`config.mk`:
```
export PLATFORM = sky130hd
export DESIGN_NAME = fuzzy_rule_infer
export DESIGN_NICKNAME = d
export VERILOG_FILES = /design/src/rtl/fuzzy_inf_pkg.sv /design/src/rtl/fi_term_fetch.sv /design/src/rtl/fi_combine.sv /design/src/rtl/fi_merge.sv /design/src/rtl/fuzzy_rule_infer.sv
export SDC_FILE = /design/constraint.sdc
export NUM_CORES = 1
export LEC_CHECK = 0
export ABC_AREA = 1
export ABC_CLOCK_PERIOD_IN_PS = 3000
export BUFFER_PORTS_ARGS = -buffer_cell sky130_fd_sc_hd__buf_4
export CAP_MARGIN = 30
export CORE_MARGIN = 1.5
export CORE_UTILIZATION = 53
export CTS_CLUSTER_SIZE = 20
export DETAILED_ROUTE_END_ITERATION = 6
export PLACE_DENSITY = 0.89
export SLEW_MARGIN = 20
export SYNTH_ARGS = -nofsm -noshare
export SYNTH_HDL_FRONTEND = slang
export SYNTH_SLANG_ARGS = --single-unit
```
`constraint.sdc`:
```
create_clock -name clk -period 3 [get_ports clk]
set_input_delay 0.6 -clock clk [delete_from_list [all_inputs] [get_ports clk]]
set_output_delay 0.6 -clock clk [all_outputs]
set_load 0.01 [all_outputs]
```
`src/rtl/fuzzy_inf_pkg.sv`:
```
package fuzzy_inf_pkg;

    // Connective encoding carried in the rule opcode.
    typedef enum logic {
        CONN_AND = 1'b0,
        CONN_OR  = 1'b1
    } conn_e;

endpackage

```
`src/rtl/fi_term_fetch.sv`:
```
// Picks each antecedent term out of the activation bank and
// optionally complements it against full scale.
module fi_term_fetch #(
    parameter int N_ALPHA = 16,
    parameter int ALPHA_W = 4,
    parameter int N_TERMS = 4,
    parameter int SEL_W   = $clog2(N_ALPHA)
) (
    input  logic [N_ALPHA*ALPHA_W-1:0] alpha_bank,
    input  logic [N_TERMS*SEL_W-1:0]   sel,
    input  logic [N_TERMS-1:0]         neg,
    output logic [N_TERMS*ALPHA_W-1:0] terms
);

    localparam logic [ALPHA_W-1:0] FULL_SCALE = '1;

    for (genvar t = 0; t < N_TERMS; t++) begin : g_term
        logic [SEL_W-1:0]   sel_t;
        logic [ALPHA_W-1:0] raw_t;

        always_comb begin
            sel_t = sel[t*SEL_W +: SEL_W];
            raw_t = alpha_bank[int'(sel_t)*ALPHA_W +: ALPHA_W];
            terms[t*ALPHA_W +: ALPHA_W] = neg[t] ? (FULL_SCALE - raw_t) : raw_t;
        end
    end

endmodule

```
`src/rtl/fi_combine.sv`:
```
// Left-to-right min/max chain over the fetched terms.
module fi_combine
    import fuzzy_inf_pkg::*;
#(
    parameter int ALPHA_W = 4,
    parameter int N_TERMS = 4
) (
    input  logic [N_TERMS*ALPHA_W-1:0] terms,
    input  logic [N_TERMS-2:0]         conn,
    output logic [ALPHA_W-1:0]         result
);

    logic [ALPHA_W-1:0] acc;
    logic [ALPHA_W-1:0] nxt;

    always_comb begin
        acc = terms[0 +: ALPHA_W];
        for (int t = 1; t < N_TERMS; t++) begin
            nxt = terms[t*ALPHA_W +: ALPHA_W];
            if (conn_e'(conn[t-1]) == CONN_OR) begin
                acc = (nxt > acc) ? nxt : acc;
            end else begin
                acc = (nxt < acc) ? nxt : acc;
            end
        end
        result = acc;
    end

endmodule

```
`src/rtl/fi_merge.sv`:
```
// One running maximum per consequent; a pass start clears them all.
module fi_merge #(
    parameter int ALPHA_W = 4,
    parameter int N_CONS  = 16,
    parameter int CONS_W  = $clog2(N_CONS)
) (
    input  logic               clk,
    input  logic               rst_n,
    input  logic               accept,
    input  logic               first,
    input  logic [CONS_W-1:0]  cons,
    input  logic [ALPHA_W-1:0] theta,
    output logic [ALPHA_W-1:0] omega
);

    typedef logic [N_CONS-1:0][ALPHA_W-1:0] bank_t;

    bank_t              acc_d, acc_q;
    logic [ALPHA_W-1:0] base;

    always_comb begin
        base  = first ? '0 : acc_q[cons];
        omega = (theta > base) ? theta : base;
        acc_d = acc_q;
        if (accept) begin
            if (first) begin
                acc_d = '0;
            end
            acc_d[cons] = omega;
        end
    end

    always_ff @(posedge clk or negedge rst_n) begin
        if (!rst_n) begin
            acc_q <= '0;
        end else begin
            acc_q <= acc_d;
        end
    end

    // the stored maximum never drops below a weight just merged.
    a_r7_acc_keeps_max: assert property (@(posedge clk) disable iff (!rst_n)
        accept |=> acc_q[$past(cons)] >= $past(theta));

    // no accepted rule, no change to any running maximum.
    a_r6_acc_idle: assert property (@(posedge clk) disable iff (!rst_n)
        !accept |=> $stable(acc_q));

endmodule

```
`src/rtl/fuzzy_rule_infer.sv`:
```
module fuzzy_rule_infer #(
    parameter int N_ALPHA = 16,
    parameter int ALPHA_W = 4,
    parameter int N_TERMS = 4,
    parameter int N_CONS  = 16,
    localparam int SEL_W  = $clog2(N_ALPHA),
    localparam int CONS_W = $clog2(N_CONS),
    localparam int NEG_LO  = N_TERMS*SEL_W,
    localparam int CONN_LO = NEG_LO + N_TERMS,
    localparam int CONS_LO = CONN_LO + N_TERMS - 1,
    localparam int OP_W    = CONS_LO + CONS_W
) (
    input  logic                       clk,
    input  logic                       rst_n,
    input  logic [N_ALPHA*ALPHA_W-1:0] alpha_bank,
    input  logic                       op_valid,
    input  logic                       op_first,
    input  logic [OP_W-1:0]            opcode,
    output logic                       theta_valid,
    output logic [ALPHA_W-1:0]         theta,
    output logic [ALPHA_W-1:0]         omega,
    output logic [CONS_W-1:0]          cons_idx
);

    typedef struct packed {
        logic               valid;
        logic [ALPHA_W-1:0] theta;
        logic [ALPHA_W-1:0] omega;
        logic [CONS_W-1:0]  cons;
    } res_t;

    res_t res_d, res_q;

    logic [N_TERMS*SEL_W-1:0]   op_sel;
    logic [N_TERMS-1:0]         op_neg;
    logic [N_TERMS-2:0]         op_conn;
    logic [CONS_W-1:0]          op_cons;
    logic [N_TERMS*ALPHA_W-1:0] terms;
    logic [ALPHA_W-1:0]         rule_w;
    logic [ALPHA_W-1:0]         merged_w;

    always_comb begin
        op_sel  = opcode[0 +: N_TERMS*SEL_W];
        op_neg  = opcode[NEG_LO +: N_TERMS];
        op_conn = opcode[CONN_LO +: N_TERMS-1];
        op_cons = opcode[CONS_LO +: CONS_W];
    end

    fi_term_fetch #(
        .N_ALPHA (N_ALPHA),
        .ALPHA_W (ALPHA_W),
        .N_TERMS (N_TERMS),
        .SEL_W   (SEL_W)
    ) u_fetch (
        .alpha_bank (alpha_bank),
        .sel        (op_sel),
        .neg        (op_neg),
        .terms      (terms)
    );

    fi_combine #(
        .ALPHA_W (ALPHA_W),
        .N_TERMS (N_TERMS)
    ) u_combine (
        .terms  (terms),
        .conn   (op_conn),
        .result (rule_w)
    );

    fi_merge #(
        .ALPHA_W (ALPHA_W),
        .N_CONS  (N_CONS),
        .CONS_W  (CONS_W)
    ) u_merge (
        .clk    (clk),
        .rst_n  (rst_n),
        .accept (op_valid),
        .first  (op_first),
        .cons   (op_cons),
        .theta  (rule_w),
        .omega  (merged_w)
    );

    always_comb begin
        res_d       = res_q;
        res_d.valid = op_valid;
        if (op_valid) begin
            res_d.theta = rule_w;
            res_d.omega = merged_w;
            res_d.cons  = op_cons;
        end
    end

    always_ff @(posedge clk or negedge rst_n) begin
        if (!rst_n) begin
            res_q <= '0;
        end else begin
            res_q <= res_d;
        end
    end

    always_comb begin
        theta_valid = res_q.valid;
        theta       = res_q.theta;
        omega       = res_q.omega;
        cons_idx    = res_q.cons;
    end

    // each accepted opcode yields a result pulse on the next cycle.
    a_r5_valid_after_accept: assert property (@(posedge clk) disable iff (!rst_n)
        op_valid |=> theta_valid);

    // without an accepted opcode there is no pulse and outputs hold.
    a_r6_idle_no_pulse: assert property (@(posedge clk) disable iff (!rst_n)
        !op_valid |=> !theta_valid);

    a_r6_idle_hold: assert property (@(posedge clk) disable iff (!rst_n)
        !op_valid |=> ($stable(theta) && $stable(omega) && $stable(cons_idx)));

    // the reported index is the consequent field of the accepted opcode.
    a_r1_cons_field: assert property (@(posedge clk) disable iff (!rst_n)
        op_valid |=> cons_idx == $past(opcode[CONS_LO +: CONS_W]));

    // a merged weight is never below the rule's own weight.
    a_r7_omega_ge_theta: assert property (@(posedge clk) disable iff (!rst_n)
        theta_valid |-> omega >= theta);

    // a pass start leaves only the current rule in the maximum.
    a_r8_first_restart: assert property (@(posedge clk) disable iff (!rst_n)
        (op_valid && op_first) |=> omega == theta);

endmodule

```
==> metrics.csv, run 1 <==
stage,metric,value,unit
place,Placed Cells,1571,
clock_network,Longest Clk Path Bufs,2,
global_routing,global-route usage over all layers,69.2,%
place,port bufs,107,
die,I/O pin count,108,
synthesis,Unique masters post-synth,37,
die,FP Rows,43,
synthesis,synth top area cells,"dfrtp_1 26%, nand2_1 16%, nand3_1 16%, o211ai_1 5.7%, inv_1 5.1%",
clock_network,Num CTS Buffers,9,
clock_network,clock sinks,77,
synthesis,yosys warns,0,
run_status,status,did not finish,
die,die extent in x,121,um
place,DP Wirelength,19.8,mm
global_routing,GRT overflow,27,
synthesis,"area leader, netlist",dfrtp_1,
synthesis,Mapped Area,7410,sq um
run_status,Failed at,5_1_grt,
synthesis,"Seq/Total Area, Yosys",26.0,%
synthesis,Synth top area share,26.0,%
synthesis,#FFs+latches synth,77,
die,Initial Util,53.8,%
sta,worst_ep grt,u_merge.acc_q[8]$_DFFE_PN0P_/D,
place,Routability Congestion,1.04,
die,die height,121,um
sta,kind of the worst endpoint,sequential cell input,
synthesis,syn nets,1252,
synthesis,Mapped Cells,1138,
synthesis,Syn Area/Cell,6.51,sq um
clock_network,hold buffer count at CTS,0,
place,DP Area,9830,sq um
global_routing,largest net degree at the start of global routing,78,
clock_network,Root Buffer,clkbuf_16,
run_status,error msg,[ERROR GRT-0232] Routing congestion too high. Check the congestion heatmap in the GUI.,
clock_network,H-Tree Level Count,3,
repair_timing:
| action | CTS |
|---|---|
| cloned | 11 |
| setup buffers | 34 |
| resized for setup | 108 |
| endpoints found under the setup margin | 72 |
| pin swaps | 86 |
cell families after synthesis:
family	synth area share, %
and+or+nand+nor	38.4
DFF	26.0
xor gates and xnor gates	0.827
buffers and inverters	12.1
AOI/OAI and AO/OA	19.4
adders and majority gates	3.21
through the flow:
| stage | setup slack (ns) | util (%) |
|---|---|---|
| floorplan | -3.39 | - |
| global placement | -3.51 | 71.3 |
| detailed placement | -3.89 | 71.3 |
| CTS | -3.34 | 80.1 |
metal layers:
metal	GRT overflow	GRT usage, %
met2	13	85.1
met5	0	25.0
met3	0	55.0
met4	14	70.7
met1	0	68.0
cells in the mapped netlist (all sizes together):
cell type and instances:
nand2 327, nand3 247, inv 107, o21ai 83
dfrtp 77, buf 56, o211ai 56, a21oi 55
nor2 40, ha 19, a22oi 16, a31oi 15
or2 10, clkbuf 7, xor2 7, and2 5
o21bai 3, o31ai 3, a221oi 1, a31o 1
a32oi 1, nor3 1, o22ai 1
==> run 2: changes to the inputs <==
ABC_CLOCK_PERIOD_IN_PS = 3900   (was 3000)
CORE_UTILIZATION = 40   (was 53)
CTS_CLUSTER_SIZE = not set   (was 20)
PLACE_DENSITY = not set   (was 0.89)
PLACE_DENSITY_LB_ADDON = 0.15   (was not set)
clock period = 3.9 ns   (was 3 ns; I/O delays follow)
==> run 2 against run 1 <==
The flow now finishes, with violations (design-rule violations, negative setup slack). Synthesized cell count is the same. Synthesized area is the same.
==> metrics.csv, run 2 <==
stage,metric,value,unit,change
worst_setup_path,slowest CP cell,ha_4,,
finish,ANT cells,0,,
synthesis,cell with the most instances after synthesis,nand2_1,,
finish,Fillers,1605,,
power,clock power share,16.2,%,
place,DP Area,9790,sq um,-0.39%
power,Seq pwr share,19.3,%,
die,die height,139,um,+15%
place,Placed Cells,1610,,+2.5%
global_routing,first-pass GRT wire length,45.8,mm,
sta,total negative slack,-176.34,ns,
sta,Worst slew margin,66.7,%,
finish,area of the multi-input gates,5340,sq um,
finish,Syn-to-layout area delta,54.2,%,
power,power per cell area,472,nW/um^2,
sta,final setup fails,72,,
run,maxcap violations,0,,
worst_setup_path,critical path's top delay family,simple AND/OR/NAND/NOR gates,,
finish,Finished Cell Area,11400,sq um,
synthesis,Post-synth EDFFs,0,,unchanged
sta,Clock Skews,0.00526,ns,
clock_network,clk slew on worst S/H paths,0.06,ns,
die,Initial Util,41.0,%,-13 points
global_routing,initial antenna violation count,0,,
finish,number of flip-flops in the largest register,64,,
clock_network,clock sinks,77,,unchanged
synthesis,yosys warns,0,,unchanged
finish,Layout Cells excl Fill,1682,,
drt,Vias/cell,5.63,,
global_routing,largest net degree at the start of global routing,41,,
sta,min Tclk post-route,6.47,ns,
clock_network,H-Tree Level Count,3,,unchanged
power,P_leak,5.69,nW,
global_routing,GRT overflow,0,,
worst_setup_path,RR Startpoint,u_merge.acc_q[34]$_DFFE_PN0P_,,
finish,most flop-heavy register,u_merge.acc_q,,
finish,"commonest non-fill, non-tap cell in the layout",buf_4,,
drt,DRC Markers,5,,
sta,RSZ-0062 raised after global routing,true,,
synthesis,synth top area cells,"dfrtp_1 26%, nand2_1 16%, nand3_1 16%, o211ai_1 5.7%, inv_1 5.1%",,
drt,routed vias,9477,,
synthesis,"Async S/R FF share, synth",100,%,unchanged
synthesis,Mapped Cells,1138,,unchanged
synthesis,ys flop type,dfrtp_1,,
min_path,Hold Path Class,in -> async,,
worst_setup_path,Worst Setup End Kind,register,,
worst_setup_path,Critical Path Start Type,input pin,,
worst_setup_path,r2r setup slk,0.99,ns,
sta,max-slew violations,0,,
place,port bufs,107,,unchanged
global_routing,global-route usage over all layers,29.5,%,
synthesis,most frequent cells after synthesis,"317 x nand2_1, 235 x nand3_1, 101 x inv_1, 77 x dfrtp_1, 74 x o21ai_0",,
sta,worst setup margin,-2.57,ns,
clock_network,Num CTS Buffers,9,,unchanged
worst_setup_path,CP arrival,6.70,ns,
die,die area,19400,sq um,
synthesis,"area leader, netlist",dfrtp_1,,
sta,Hold Slack,0.414,ns,
die,I/O pin count,108,,unchanged
sta,Fin. Hold Viols,0,,
synthesis,Synth top area share,26.0,%,unchanged
global_routing,vias in the first global route,8933,,
worst_setup_path,FF-to-FF path depth,14,,
synthesis,Mapped Area,7410,sq um,unchanged
die,area of the core,18100,sq um,
clock_network,Longest Clk Path Bufs,2,,unchanged
synthesis,syn nets,1252,,unchanged
drt,drt pass-1 iters,7,,
power,Gate power share,64.4,%,
run_status,status,finished with violations,,
clock_network,"Clk Latency, worst-skew pair",0.34,ns,
synthesis,"Seq/Total Area, Yosys",26.0,%,unchanged
clock_network,CTS tree,done,,
finish,Reg area,1930,sq um,
sta,Worst-Margin Slew,0.494,ns,
worst_setup_path,peak per-stage delay on the critical path,0.28,ns,
power,switching share of power,43.8,%,
die,FP Rows,49,,+14%
drt,ANT nets after route,0,,
finish,post-layout util,63.2,%,
finish,share of layout cells above drive strength 1,38.9,%,
drt,Post-Route WL,29.9,mm,
worst_setup_path,kind of critical path,in -> reg,,
sta,Fmax,0.155,GHz,
worst_setup_path,"Max FO, Critical Path",8,,
worst_setup_path,CP required,4.13,ns,
power,NetSw,2.36,mW,
drt,Routed WL per cell,17.8,um,
worst_setup_path,buffers and inverters on the worst path,14,,
synthesis,Syn Area/Cell,6.51,sq um,unchanged
power,Pint,3.03,mW,
power,peak supply drop,0.000386,V,
place,DP Wirelength,20.2,mm,+2.1%
finish,Layout Nets,1562,,
synthesis,#FFs+latches synth,77,,unchanged
sta,fin crit share,166,%,
finish,most frequent cells in the layout,"318 x buf_4, 287 x nand2_1, 164 x nand3_1",,
synthesis,Unique masters post-synth,37,,unchanged
place,Routability Congestion,0.985,,-5.2%
worst_setup_path,Worst R2R End,u_merge.acc_q[56]$_DFFE_PN0P_,,
clock_network,Root Buffer,clkbuf_16,,
worst_setup_path,CP most frequent cell,nand2_2,,
run_status,violated checks,"design-rule violations, negative setup slack",,
drt,Iteration-0 DRC Markers,857,,
die,die extent in x,139,um,+15%
run 2: cell counts after synthesis:
Identical to the previous run, type by type.
run 2: worst max path at each step:
| stage | startpoint | end | slack [ns] | cells after the start |
|---|---|---|---|---|
| after detailed placement | opcode[4] | u_merge.acc_q[15]$_DFFE_PN0P_ | -3.00 | 50 |
| final | opcode[0] | u_merge.acc_q[56]$_DFFE_PN0P_ | -2.57 | 54 |
| after global routing | opcode[0] | u_merge.acc_q[56]$_DFFE_PN0P_ | -3.01 | 54 |
| after global placement | opcode[0] | u_merge.acc_q[34]$_DFFE_PN0P_ | -2.92 | 51 |
| after CTS | opcode[0] | u_merge.acc_q[43]$_DFFE_PN0P_ | -2.29 | 54 |
| after floorplan | opcode[4] | u_merge.acc_q[62]$_DFFE_PN0P_ | -2.67 | 52 |
run 2: cell type report:
| cell class | count | share of cell area, % |
|---|---|---|
| clock inverters | 3 | 0.372 |
| inverters | 107 | 3.73 |
| flip-flops and latches | 77 | 16.9 |
| clock buffers | 13 | 2.36 |
| multi-input cells | 897 | 46.7 |
| repair buffers | 356 | 27.4 |
| well taps | 229 | 2.51 |
run 2: power groups by stage:
stage / Sequential, mW / Combinational (mW) / Clock (mW)
floorplan: 1.04 / 1.41 / 0
global placement: 1.05 / 2.26 / 0
detailed placement: 1.05 / 2.29 / 0
CTS: 1.04 / 3.00 / 0.886
global route: 1.06 / 3.66 / 0.914
finish: 1.04 / 3.47 / 0.876
run 2: cell families (layout without fill, tap and decap cells):
group | Yosys count | after routing | share of synthesized area [%]
xor+xnor | 7 | 7 | 0.827
fa+ha+maj | 19 | 19 | 3.21
compound gates | 235 | 235 | 19.4
simple gates | 630 | 636 | 38.4
flops | 77 | 77 | 26.0
buf+inv | 170 | 479 | 12.1
run 2: repair_timing:
action                                 4_1_cts  5_1_grt
pin swaps                                   42       78
hold buffers                                 0        0
endpoints found under the hold margin        0        0
cloned                                      10        5
buffers inserted                            36        7
gates resized for setup                    106       64
setup endpoints to repair                   72       72
run 2: layer usage:
layer / vias to the layer above / GRT usage [%] / part of all wire (%)
li1: 4520 / - / -
met5: - / 0 / 0
met4: 0 / 15.4 / 4.3
met3: 86 / 3.00 / 6.1
met1: 4404 / 35.9 / 40
met2: 467 / 51.7 / 49
run 2: metrics by stage:
stage,worst slack (ns),power (mW)
detailed placement,-3.00,3.34
finish,-2.57,5.39
floorplan,-2.67,2.45
global route,-3.01,5.63
CTS,-2.29,4.93
global placement,-2.92,3.31
No activity file was read; power rests on OpenSTA's default activity.
